<file path="config.mk">
export PLATFORM = sky130hd
export DESIGN_NAME = seg_frame_tracker
export DESIGN_NICKNAME = d
export VERILOG_FILES = /design/src/rtl/seg_frame_tracker.sv
export SDC_FILE = /design/constraint.sdc
export NUM_CORES = 1
export LEC_CHECK = 0
export ABC_AREA = 1
export BUFFER_PORTS_ARGS = -buffer_cell sky130_fd_sc_hd__buf_4
export CAP_MARGIN = 10
export CORE_AREA = 2 2 39 41
export CTS_BUF_LIST = sky130_fd_sc_hd__clkbuf_2
export DETAILED_ROUTE_END_ITERATION = 12
export DIE_AREA = 0 0 41 43
export PLACE_DENSITY = 0.49
export SYNTH_ARGS = -nofsm -noshare
export SYNTH_HDL_FRONTEND = slang
export SYNTH_SLANG_ARGS = --single-unit
export TNS_END_PERCENT = 30
</file>
<file path="constraint.sdc">
create_clock -name clk -period 1.2 [get_ports clk]
set_clock_uncertainty 0.05 [all_clocks]
set_input_delay 0 -clock clk [delete_from_list [all_inputs] [get_ports clk]]
set_output_delay 0 -clock clk [all_outputs]
set_load 0.03 [all_outputs]
</file>
<file path="src/rtl/seg_frame_tracker.sv">
module seg_frame_tracker #(
  parameter int unsigned NSEG    = 4,
  parameter int unsigned MAX_HDR = 2
) (
  input  logic            clk,
  input  logic            rst_n,
  input  logic            xfer,
  input  logic [NSEG-1:0] hv,
  input  logic [NSEG-1:0] sl,
  output logic            too_many_hdr,
  output logic            hdr_in_pkt,
  output logic            orphan_end
);

  localparam int unsigned CNT_W = $clog2(NSEG + 1);

  logic [NSEG:0]   open_chain;
  logic [NSEG-1:0] hdr_clash;
  logic [NSEG-1:0] end_lonely;
  logic [CNT_W-1:0] hdr_cnt;
  logic            open_q;
  logic            open_d;

  assign open_chain[0] = open_q;

  // Ordered walk across segments: header first, then end flag.
  genvar g;
  generate
    for (g = 0; g < NSEG; g++) begin : g_seg
      logic after_hdr;
      assign after_hdr         = hv[g] | open_chain[g];
      assign hdr_clash[g]      = hv[g] & open_chain[g];
      assign end_lonely[g]     = sl[g] & ~after_hdr;
      assign open_chain[g + 1] = after_hdr & ~sl[g];
    end
  endgenerate

  always_comb begin
    hdr_cnt = '0;
    for (int i = 0; i < NSEG; i++) begin
      hdr_cnt = hdr_cnt + CNT_W'(hv[i]);
    end
  end

  assign too_many_hdr = xfer & ({{(32 - CNT_W){1'b0}}, hdr_cnt} > MAX_HDR);
  assign hdr_in_pkt   = xfer & (|hdr_clash);
  assign orphan_end   = xfer & (|end_lonely);

  always_comb begin
    open_d = open_q;
    if (xfer) open_d = open_chain[NSEG];
  end

  always_ff @(posedge clk or negedge rst_n) begin
    if (!rst_n) open_q <= 1'b0;
    else        open_q <= open_d;
  end

  AST_OPEN_IDLE_HOLD: assert property (@(posedge clk) disable iff (!rst_n)
    !xfer |=> $stable(open_q));

  AST_HDR_ONLY_LEGAL: assert property (@(posedge clk) disable iff (!rst_n)
    (xfer && !open_q && (hv == sl)) |-> (!hdr_in_pkt && !orphan_end));

endmodule

</file>
==> After elaboration in Yosys (flattened, before gate mapping) <==
Cells that the tools add are included.
{ "op_classes": {"reduce_logical": 2, "add_sub_neg": 3, "n_bitwise": 27, "magnitude_cmp": 1} }
{ "op_table": {"columns": ["op", "count"], "rows": [
  ["$and A1 B1 Y1", 15],
  ["$not A1 Y1", 8],
  ["$reduce_or A4 Y1", 2],
  ["$or A1 B1 Y1", 4],
  ["$add A2 B1 Y3", 1],
  ["$add A3 B1 Y3", 1],
  ["$gt A3 B2 Y1 const B", 1],
  ["$add A1 B1 Y2", 1]
]} }
{ "word_totals": {"in_bits": 11, "word_cells": 34, "regBits": 1, "out_inout_bits": 3} }

==> Logic depth before layout (Yosys ltp) <==
Gate-level depths: netlist of the first run.
{ "depth": {"word_depth": 11, "mapped_depth": 9, "depth_no_buf": 9} }

==> Worst setup path before layout of the first run <==
OpenSTA, ideal clock, no wires.
{ "synth_timing": {"path_type": "input-to-output", "startpoint": "input hv[0]", "endpoint": "output too_many_hdr", "arrival_time_ns": 1.301, "setup_slack_ns": -0.151, "path_buffers": 0, "cell_stages": 6, "required_ns": 1.150, "path_cell_list": "fa_1 -> ha_1 -> ha_1 -> inv_1 -> o31ai_1 -> inv_1"} }
{ "synth_between": {"elab_chain_len": 5} }
{ "synth_lines": {"columns": ["element", "line", "rtl"], "rows": [
  ["start: declaration", "8", "input logic [NSEG-1:0] hv,"],
  ["$add A1 B1 Y2", "41", "hdr_cnt = hdr_cnt + CNT_W'(hv[i]);"],
  ["$add A2 B1 Y3", "41", null],
  ["$add A3 B1 Y3", "41", null],
  ["$gt A3 B2 Y1", "45", "assign too_many_hdr = xfer & ({{(32 - CNT_W){1'b0}}, hdr_cnt} > MAX_HDR);"],
  ["$and A1 B1 Y1", "45", null],
  ["end: declaration", "10", "output logic too_many_hdr,"]
]} }
Every way passes these cells.

==> Worst setup path in the final report of the first run <==
{ "layout_timing": {"startpoint": "input hv[1]", "endpoint": "output too_many_hdr"} }
Same word-level chain as after synthesis.

==> impl_metrics.env, run 1 <==
export IMPL_gp_congestion=0.727
export IMPL_synth_seq_area_share_pct=9.13
export IMPL_dpl_cell_area_sq_um=407
export IMPL_rsz0062_at_grt="yes"
export IMPL_max_freq_mhz=674
export IMPL_period_needed_ns=1.48
export IMPL_dieArea_sq_um=1760
export IMPL_regMostFlops="open_q"
export IMPL_dp_cells=75
export IMPL_slew_limit_headroom_pct=88.0
export IMPL_antennaDiodeCount=0
export IMPL_tns_ns=-0.285
export IMPL_yosysWarnings=0
export IMPL_nets=77
export IMPL_peakVddDrop_v=0.000235
export IMPL_crit_type="in -> out"
export IMPL_critPathArrivalTime_ns=1.43
export IMPL_grt_ovfl_total=0
export IMPL_largest_register_ff_count=1
export IMPL_detail_route_antenna_nets=0
export IMPL_routedWlPerCell_um=7.66
export IMPL_path_buf_inv=4
export IMPL_cp_slowest_cell="fa_1"
export IMPL_pre_cts_ws_ns=-0.354
export IMPL_final_cells=76
export IMPL_clk_pin_slew_ns=0
export IMPL_critPathCaptureType="output port"
export IMPL_dr_total_vias=302
export IMPL_final_critical_path_setup_slack_ns=-0.285
export IMPL_fin_area_sq_um=465
export IMPL_netlist_area_sq_um=274
export IMPL_grt_pass1_vias=259
export IMPL_worst_skew_pair_late_latency_ns=0
export IMPL_worst_path_stages=8
export IMPL_synth_fp_nets=60
export IMPL_critPathLaunchType="primary input"
export IMPL_powerDensity_nw_per_um2=539
export IMPL_worst_pin_slew_ns=0.180
export IMPL_drv_cap=0
export IMPL_core_sq_um=1380
export IMPL_setup_viol=1
export IMPL_hold_viol_final=0
export IMPL_dp_hpwl_um=544
export IMPL_synth_area_per_cell_sq_um=6.09
export IMPL_drt_initial_drc_count=0
export IMPL_io_buffer_count=13
export IMPL_ios=14
export IMPL_grt_use_total_pct=7.31
export IMPL_antenna_found_initial=0
export IMPL_power_leakage_nw=0.255
export IMPL_critical_path_top_delay_family="adder cells"
export IMPL_fillers=156
export IMPL_totalWireLength_um=582
export IMPL_fin_util_pct=33.6
export IMPL_hold_depth=2
export IMPL_syn_to_final_growth_pct=69.9
export IMPL_drive_gt1_share_pct=45.0
export IMPL_via_per_inst=3.97
export IMPL_first_pass_iters=1
export IMPL_crit_fanout=2
export IMPL_yosysUniqueCellTypes=15
export IMPL_top_regs="open_q (1)"
export IMPL_rows=14
export IMPL_drv_slew=0
export IMPL_hp_class="in -> reg"
export IMPL_drc=0
export IMPL_synthCells=45
export IMPL_status="complete, but fails checks"
export IMPL_period_share_pct=124
export IMPL_start_util_pct=19.8
export IMPL_cpPeakStageDelay_ns=0.51
export IMPL_violations="setup timing"
export IMPL_grt_pass1_wl_um=952
export IMPL_cp_data_required_time_ns=1.15
export IMPL_die_h_um=43
export IMPL_ys_ff_latch=1
export IMPL_cp_cell_sequence="buf_6, fa_1, ha_4, ha_4, inv_2, o31ai_4, inv_2, buf_6"
export IMPL_die_width_um=41
export IMPL_rr_worst_depth=8
export IMPL_grt_max_degree=5
==> worst reg2reg max path: stages, from the launching register on <==
cell	delay [ns]
dfrtp_1	0.36
o21ai_2	0.17
nand2_2	0.08
nand2_2	0.07
nand2_2	0.06
nand2_2	0.07
nand2_1	0.05
nand2_1	0.05
o21ai_0	0.08
==> final timing paths <==
check / to / slack, ns / start
setup / recovery: too_many_hdr / -0.28 / hv[1]
hold / removal: open_q / 0.15 / xfer
setup reg to reg: open_q / 0.03 / open_q
hold reg to reg: open_q / 0.56 / open_q
max in group asynchronous: open_q / 0.74 / rst_n
min in group asynchronous: open_q / 0.28 / rst_n
==> layout by cell type, fill, tap and decap left out <==
master	n
dfrtp_1	1
nor2_2	1
buf_4	10
nand3_1	5
dlygate4sd3_1	1
buf_6	4
fa_1	1
a21oi_1	1
ha_4	2
inv_1	15
nand2_1	5
o21ai_0	1
nand2_2	4
nand3_2	1
ha_1	1
o21ai_2	1
o31ai_4	1
nor2_1	1
a21oi_2	1
inv_2	2
o22ai_1	1
==> report_power, final <==
part	internal, mW	switching, mW	total (mW)
clock	0	0	0
sequential	0.0376	0.00200	0.0396
combinational	0.103	0.108	0.211
total	0.141	0.110	0.251
==> cells in the mapped netlist <==
cell | instances | area (sq um)
o22ai_1 | 1 | 6.26
nand3_1 | 5 | 25.0
inv_1 | 17 | 63.8
a21oi_2 | 1 | 8.76
o21ai_0 | 1 | 5.00
a21oi_1 | 1 | 5.00
o31ai_1 | 1 | 7.51
nand2_1 | 5 | 18.8
dfrtp_1 | 1 | 25.0
ha_1 | 3 | 37.5
nor2_1 | 2 | 7.51
nand3_2 | 1 | 10.0
nand2_2 | 4 | 25.0
o21ai_2 | 1 | 8.76
fa_1 | 1 | 20.0
==> kinds of logic after synthesis <==
| family | synth area share, % |
|---|---|
| compound gates | 15.1 |
| fa+ha+maj | 21.0 |
| buf+inv | 23.3 |
| flops | 9.13 |
| simple gates | 31.5 |
==> area by class of cell <==
| class | instances | area, sq um | area share (%) |
|---|---|---|---|
| Inverter | 17 | 63.8 | 13.7 |
| Multi-Input combinational cell | 27 | 226 | 48.7 |
| Sequential cell | 1 | 25.0 | 5.38 |
| Timing Repair Buffer | 15 | 130 | 28.0 |
| Tap cell | 16 | 20.0 | 4.30 |
==> routing by layer <==
layer | vias to the layer above | part of all wire [%] | GRT usage, % | wire length (um)
met5 | - | 0 | 0 | 0
met4 | 0 | 0 | 0 | 0
met3 | 0 | 5.8 | 0.524 | 34
met2 | 6 | 50 | 12.5 | 292
met1 | 129 | 44 | 10.2 | 255
li1 | 167 | - | - | -
==> stage by stage <==
| step | total power [mW] | hold WS [ns] |
|---|---|---|
| global placement | 0.207 | -0.274 |
| CTS | 0.232 | 0.157 |
| detailed placement | 0.210 | -0.273 |
| floorplan | 0.144 | -0.346 |
| global route | 0.276 | 0.176 |
| finish | 0.251 | 0.152 |
==> what timing repair did <==
item / CTS / global route
resized for setup: 6 / 3
hold endpoints to repair: 1 / 0
setup buffers: 0 / 0
setup endpoints to repair: 3 / 3
hold buffers: 1 / 0
pin swaps: 5 / 4
Power figures use the tool's default switching activity.
==> run 2: changes to the inputs <==
--- a/config.mk
+++ b/config.mk
@@ -12,7 +12,7 @@
 export CTS_BUF_LIST = sky130_fd_sc_hd__clkbuf_2
 export DETAILED_ROUTE_END_ITERATION = 12
 export DIE_AREA = 0 0 41 43
-export PLACE_DENSITY = 0.49
+export PLACE_DENSITY = 0.48
 export SYNTH_ARGS = -nofsm -noshare
 export SYNTH_HDL_FRONTEND = slang
 export SYNTH_SLANG_ARGS = --single-unit
==> constraint.sdc (replaced) <==
create_clock -name clk -period 1.4 [get_ports clk]
set_clock_uncertainty 0.05 [all_clocks]
set_input_delay 0 -clock clk [delete_from_list [all_inputs] [get_ports clk]]
set_output_delay 0 -clock clk [all_outputs]
set_load 0.03 [all_outputs]
==> impl_metrics.env, run 2 (synthesized netlist as in run 1, its figures left out) <==
export IMPL_slew_limit_headroom_pct=88.6
export IMPL_peakVddDrop_v=0.000178
export IMPL_power_frac_seq_pct=15.8
export IMPL_grt_pass1_wl_um=993
export IMPL_regToRegEndpoint="open_q"
export IMPL_grt_ovfl_total=0
export IMPL_multi_input_area_sq_um=229
export IMPL_worstReg2RegStart="open_q"
export IMPL_mostFrequentLayoutCells="inv_1, buf_4, nand3_1, nand2_1, nand2_2"
export IMPL_fillers=160
export IMPL_cp_slowest_cell="fa_1"
export IMPL_start_util_pct=19.8
export IMPL_grt_use_total_pct=7.51
export IMPL_dr_total_vias=297
export IMPL_fin_area_sq_um=464
export IMPL_critPathLaunchType="primary input"
export IMPL_rsz0062_at_grt="yes"
export IMPL_core_sq_um=1380
export IMPL_p_sw_share_pct=44.3
export IMPL_worstHoldStart="xfer"
export IMPL_violations="setup timing"
export IMPL_ff_latch_area_sq_um=25.0
export IMPL_die_width_um=41
export IMPL_cpPeakStageDelay_ns=0.52
export IMPL_total_power_mw=0.215
export IMPL_drv_cap=0
export IMPL_setup_viol=1
export IMPL_path_buf_inv=4
export IMPL_layout_commonest_cell="inv_1"
export IMPL_antenna_found_initial=0
export IMPL_hold_end="open_q"
export IMPL_drv_slew=0
export IMPL_switching_power_mw=0.0952
export IMPL_critPathCaptureType="output port"
export IMPL_worst_pin_slew_ns=0.171
export IMPL_worst_skew_pair_late_latency_ns=0
export IMPL_largest_register_ff_count=1
export IMPL_via_per_inst=3.91
export IMPL_max_freq_mhz=656
export IMPL_hold_viol_final=0
export IMPL_final_critical_path_setup_slack_ns=-0.125
export IMPL_cp_cell_sequence="buf_6, fa_1, ha_4, ha_4, inv_2, o31ai_4, inv_1, buf_6"
export IMPL_rr_worst_depth=8
export IMPL_p_int_mw=0.120
export IMPL_totalWireLength_um=625
export IMPL_io_buffer_count=13
export IMPL_first_pass_iters=1
export IMPL_nets=77
export IMPL_ff2ff_setup_slack_ns=0.23
export IMPL_critical_path_top_delay_family="adder cells"
export IMPL_pwr_share_clk_pct=0
export IMPL_status="complete, but fails checks"
export IMPL_hp_class="in -> reg"
export IMPL_clk_pin_slew_ns=0
export IMPL_critPathArrivalTime_ns=1.48
export IMPL_syn_to_final_growth_pct=69.4
export IMPL_grt_pass1_vias=263
export IMPL_drt_initial_drc_count=0
export IMPL_ios=14
export IMPL_rows=14
export IMPL_dpl_cell_area_sq_um=399
export IMPL_drive_gt1_share_pct=45.0
export IMPL_top_regs="open_q (1)"
export IMPL_period_share_pct=109
export IMPL_p_comb_share_pct=84.2
export IMPL_dieArea_sq_um=1760
export IMPL_power_leakage_nw=0.255
export IMPL_antennaDiodeCount=0
export IMPL_crit_fanout=2
export IMPL_drc=0
export IMPL_post_cts_repair_setup_buffers=0
export IMPL_routedWlPerCell_um=8.22
export IMPL_detail_route_antenna_nets=0
export IMPL_crit_type="in -> out"
export IMPL_gp_congestion=0.732
export IMPL_period_needed_ns=1.53
export IMPL_die_h_um=43
export IMPL_dp_hpwl_um=526
export IMPL_pre_cts_ws_ns=-0.175
export IMPL_powerDensity_nw_per_um2=463
export IMPL_cp_data_required_time_ns=1.35
export IMPL_hold_depth=2
export IMPL_regMostFlops="open_q"
export IMPL_grt_max_degree=5
[run 2: cell counts in the layout (fill, tap and decap cells not counted)]
No cell type changed its count.
[run 2: what timing repair did]
item | in CTS | in global routing
hold buffers | 1 | 0
endpoints found under the hold margin | 1 | 0
endpoints found under the setup margin | 1 | 1
gates resized for setup | 7 | 4
gates cloned | 0 | 0
pin swaps | 4 | 4
[run 2: per-layer routing]
metal	part of all wire, %	global-route usage (%)	vias up
li1	-	-	166
met1	39	11.1	125
met2	56	12.5	6
met3	4.6	0	0
met4	0	0	0
met5	0	0	-
[run 2: area by class of cell]
cell class                      instances  area share (%)
Multi-Input combinational cell         27            49.3
Timing Repair Buffer                   15            27.2
Inverter                               17            13.7
Sequential cell                         1            5.39
Tap cell                               16            4.31
[run 2: worst max-delay path by stage]
stage                      from           end  slack [ns]  cells after the start
after floorplan           hv[0]  too_many_hdr        0.05                      6
after global placement    hv[0]  too_many_hdr       -0.19                      8
after detailed placement  hv[0]  too_many_hdr       -0.17                      8
after CTS                 hv[3]  too_many_hdr       -0.14                      8
after global routing      hv[1]  too_many_hdr       -0.19                      9
final                     hv[1]  too_many_hdr       -0.13                      8
[run 2: power groups by stage]
stage / clock [mW] / sequential [mW] / combinational (mW)
3_3_place_gp: 0 / 0.0340 / 0.138
2_1_floorplan: 0 / 0.0339 / 0.0829
4_1_cts: 0 / 0.0341 / 0.160
5_1_grt: 0 / 0.0341 / 0.200
6_report: 0 / 0.0340 / 0.181
3_5_place_dp: 0 / 0.0341 / 0.138
[run 2: per-stage QoR]
stage	utilization (%)	hold slack [ns]	cells	TNS, ns
floorplan	-	-0.346	45	0
global placement	28.8	-0.274	75	-0.191
detailed placement	28.8	-0.273	75	-0.175
CTS	31.8	0.144	76	-0.142
global route	33.5	0.165	76	-0.186
finish	33.5	0.139	76	-0.125
==> run 3: changes to the inputs <==
--- a/config.mk
+++ b/config.mk
@@ -12,7 +12,7 @@
 export CTS_BUF_LIST = sky130_fd_sc_hd__clkbuf_2
 export DETAILED_ROUTE_END_ITERATION = 12
 export DIE_AREA = 0 0 41 43
-export PLACE_DENSITY = 0.48
+export PLACE_DENSITY = 0.49
 export SYNTH_ARGS = -nofsm -noshare
 export SYNTH_HDL_FRONTEND = slang
 export SYNTH_SLANG_ARGS = --single-unit
==> constraint.sdc (replaced) <==
create_clock -name clk -period 1.3 [get_ports clk]
set_clock_uncertainty 0.05 [all_clocks]
set_input_delay 0 -clock clk [delete_from_list [all_inputs] [get_ports clk]]
set_output_delay 0 -clock clk [all_outputs]
set_load 0.03 [all_outputs]
==> impl_metrics.env, run 3 (synthesized netlist as in run 1, its figures left out) <==
export IMPL_status="complete, but fails checks"
export IMPL_violations="setup timing"
export IMPL_max_freq_mhz=668
export IMPL_grt_pass1_wl_um=1010
export IMPL_rsz0062_at_grt="yes"
export IMPL_largest_register_ff_count=1
export IMPL_first_pass_iters=4
export IMPL_setup_viol=1
export IMPL_dieArea_sq_um=1760
export IMPL_clk_pin_slew_ns=0
export IMPL_dr_total_vias=308
export IMPL_slew_limit_headroom_pct=87.4
export IMPL_core_sq_um=1380
export IMPL_antennaDiodeCount=0
export IMPL_routedWlPerCell_um=8.08
export IMPL_grt_use_total_pct=7.72
export IMPL_rows=14
export IMPL_drt_initial_drc_count=4
export IMPL_drc=0
export IMPL_die_h_um=43
export IMPL_top_regs="open_q (1)"
export IMPL_nets=77
export IMPL_pre_cts_ws_ns=-0.272
export IMPL_dpl_cell_area_sq_um=407
export IMPL_period_needed_ns=1.50
export IMPL_mostFrequentLayoutCells="inv_1, buf_4, nand3_1, nand2_1, nand2_2"
export IMPL_period_share_pct=115
export IMPL_crit_fanout=2
export IMPL_io_buffer_count=13
export IMPL_drv_cap=0
export IMPL_drv_slew=0
export IMPL_regMostFlops="open_q"
export IMPL_worst_skew_pair_late_latency_ns=0
export IMPL_hp_class="in -> reg"
export IMPL_fin_area_sq_um=462
export IMPL_hold_viol_final=0
export IMPL_critPathLaunchType="primary input"
export IMPL_cp_data_required_time_ns=1.25
export IMPL_grt_max_degree=5
export IMPL_critPathCaptureType="output port"
export IMPL_grt_pass1_vias=283
export IMPL_hold_ws_ns=0.144
export IMPL_layout_commonest_cell="inv_1"
export IMPL_worst_pin_slew_ns=0.188
export IMPL_die_width_um=41
export IMPL_via_per_inst=4.05
export IMPL_detail_route_antenna_nets=0
export IMPL_powerDensity_nw_per_um2=505
export IMPL_grt_ovfl_total=0
export IMPL_critPathArrivalTime_ns=1.45
export IMPL_start_util_pct=19.8
export IMPL_syn_to_final_growth_pct=68.5
export IMPL_gp_congestion=0.733
export IMPL_power_leakage_nw=0.254
export IMPL_totalWireLength_um=614
export IMPL_antenna_found_initial=0
export IMPL_post_cts_repair_setup_buffers=0
export IMPL_peakVddDrop_v=0.000186
export IMPL_final_critical_path_setup_slack_ns=-0.198
export IMPL_dp_hpwl_um=546
export IMPL_drive_gt1_share_pct=45.0
export IMPL_ios=14
export IMPL_crit_type="in -> out"
==> run 3: routing by layer <==
metal | vias to the layer above | GRT usage [%] | wire length [um]
li1 | 165 | - | -
met1 | 137 | 10.9 | 245
met2 | 6 | 13.1 | 342
met3 | 0 | 0.524 | 26
met4 | 0 | 0 | 0
met5 | - | 0 | 0
==> run 3: cell type report <==
type                       instances  area, sq um
multi-input combinational         27          226
sequential                         1         25.0
tap                               16         20.0
inverter                          17         63.8
fill                             157          922
timing repair buffer              15          126
==> run 3: metrics by stage <==
stage          power, mW  instances  TNS [ns]  util [%]
2_1_floorplan      0.133         45         0         -
3_3_place_gp       0.191         75    -0.243      29.4
3_5_place_dp       0.194         75    -0.272      29.4
4_1_cts            0.223         76    -0.244      32.6
5_1_grt            0.254         76    -0.282      33.4
6_report           0.233         76    -0.198      33.4
==> run 3: power by group <==
part	leakage [nW]	switching (mW)	internal, mW
clock network	0	0	0
registers	0.0127	0.00183	0.0347
logic	0.242	0.102	0.0950
==> run 3: final timing paths <==
kind                       startpoint      endpoint  slack, ns  cells past startpoint
max                             hv[1]  too_many_hdr      -0.20                      8
min                              xfer        open_q       0.14                      2
max reg2reg                    open_q        open_q       0.11                      8
min reg2reg                    open_q        open_q       0.55                      2
max in group asynchronous       rst_n        open_q       0.84                      2
min in group asynchronous       rst_n        open_q       0.28                      2
==> run 3: worst max-delay path, stage by stage <==
cell	delay (ns)
buf_6	0.10
fa_1	0.51
ha_4	0.19
ha_4	0.25
inv_2	0.03
o31ai_4	0.18
inv_2	0.05
buf_6	0.13
==> run 3: timing repair <==
item | 4_1_cts | 5_1_grt
endpoints found under the setup margin | 1 | 2
gates resized for setup | 7 | 1
pin swaps | 4 | 4
hold endpoints to repair | 1 | 0
hold buffers | 1 | 0
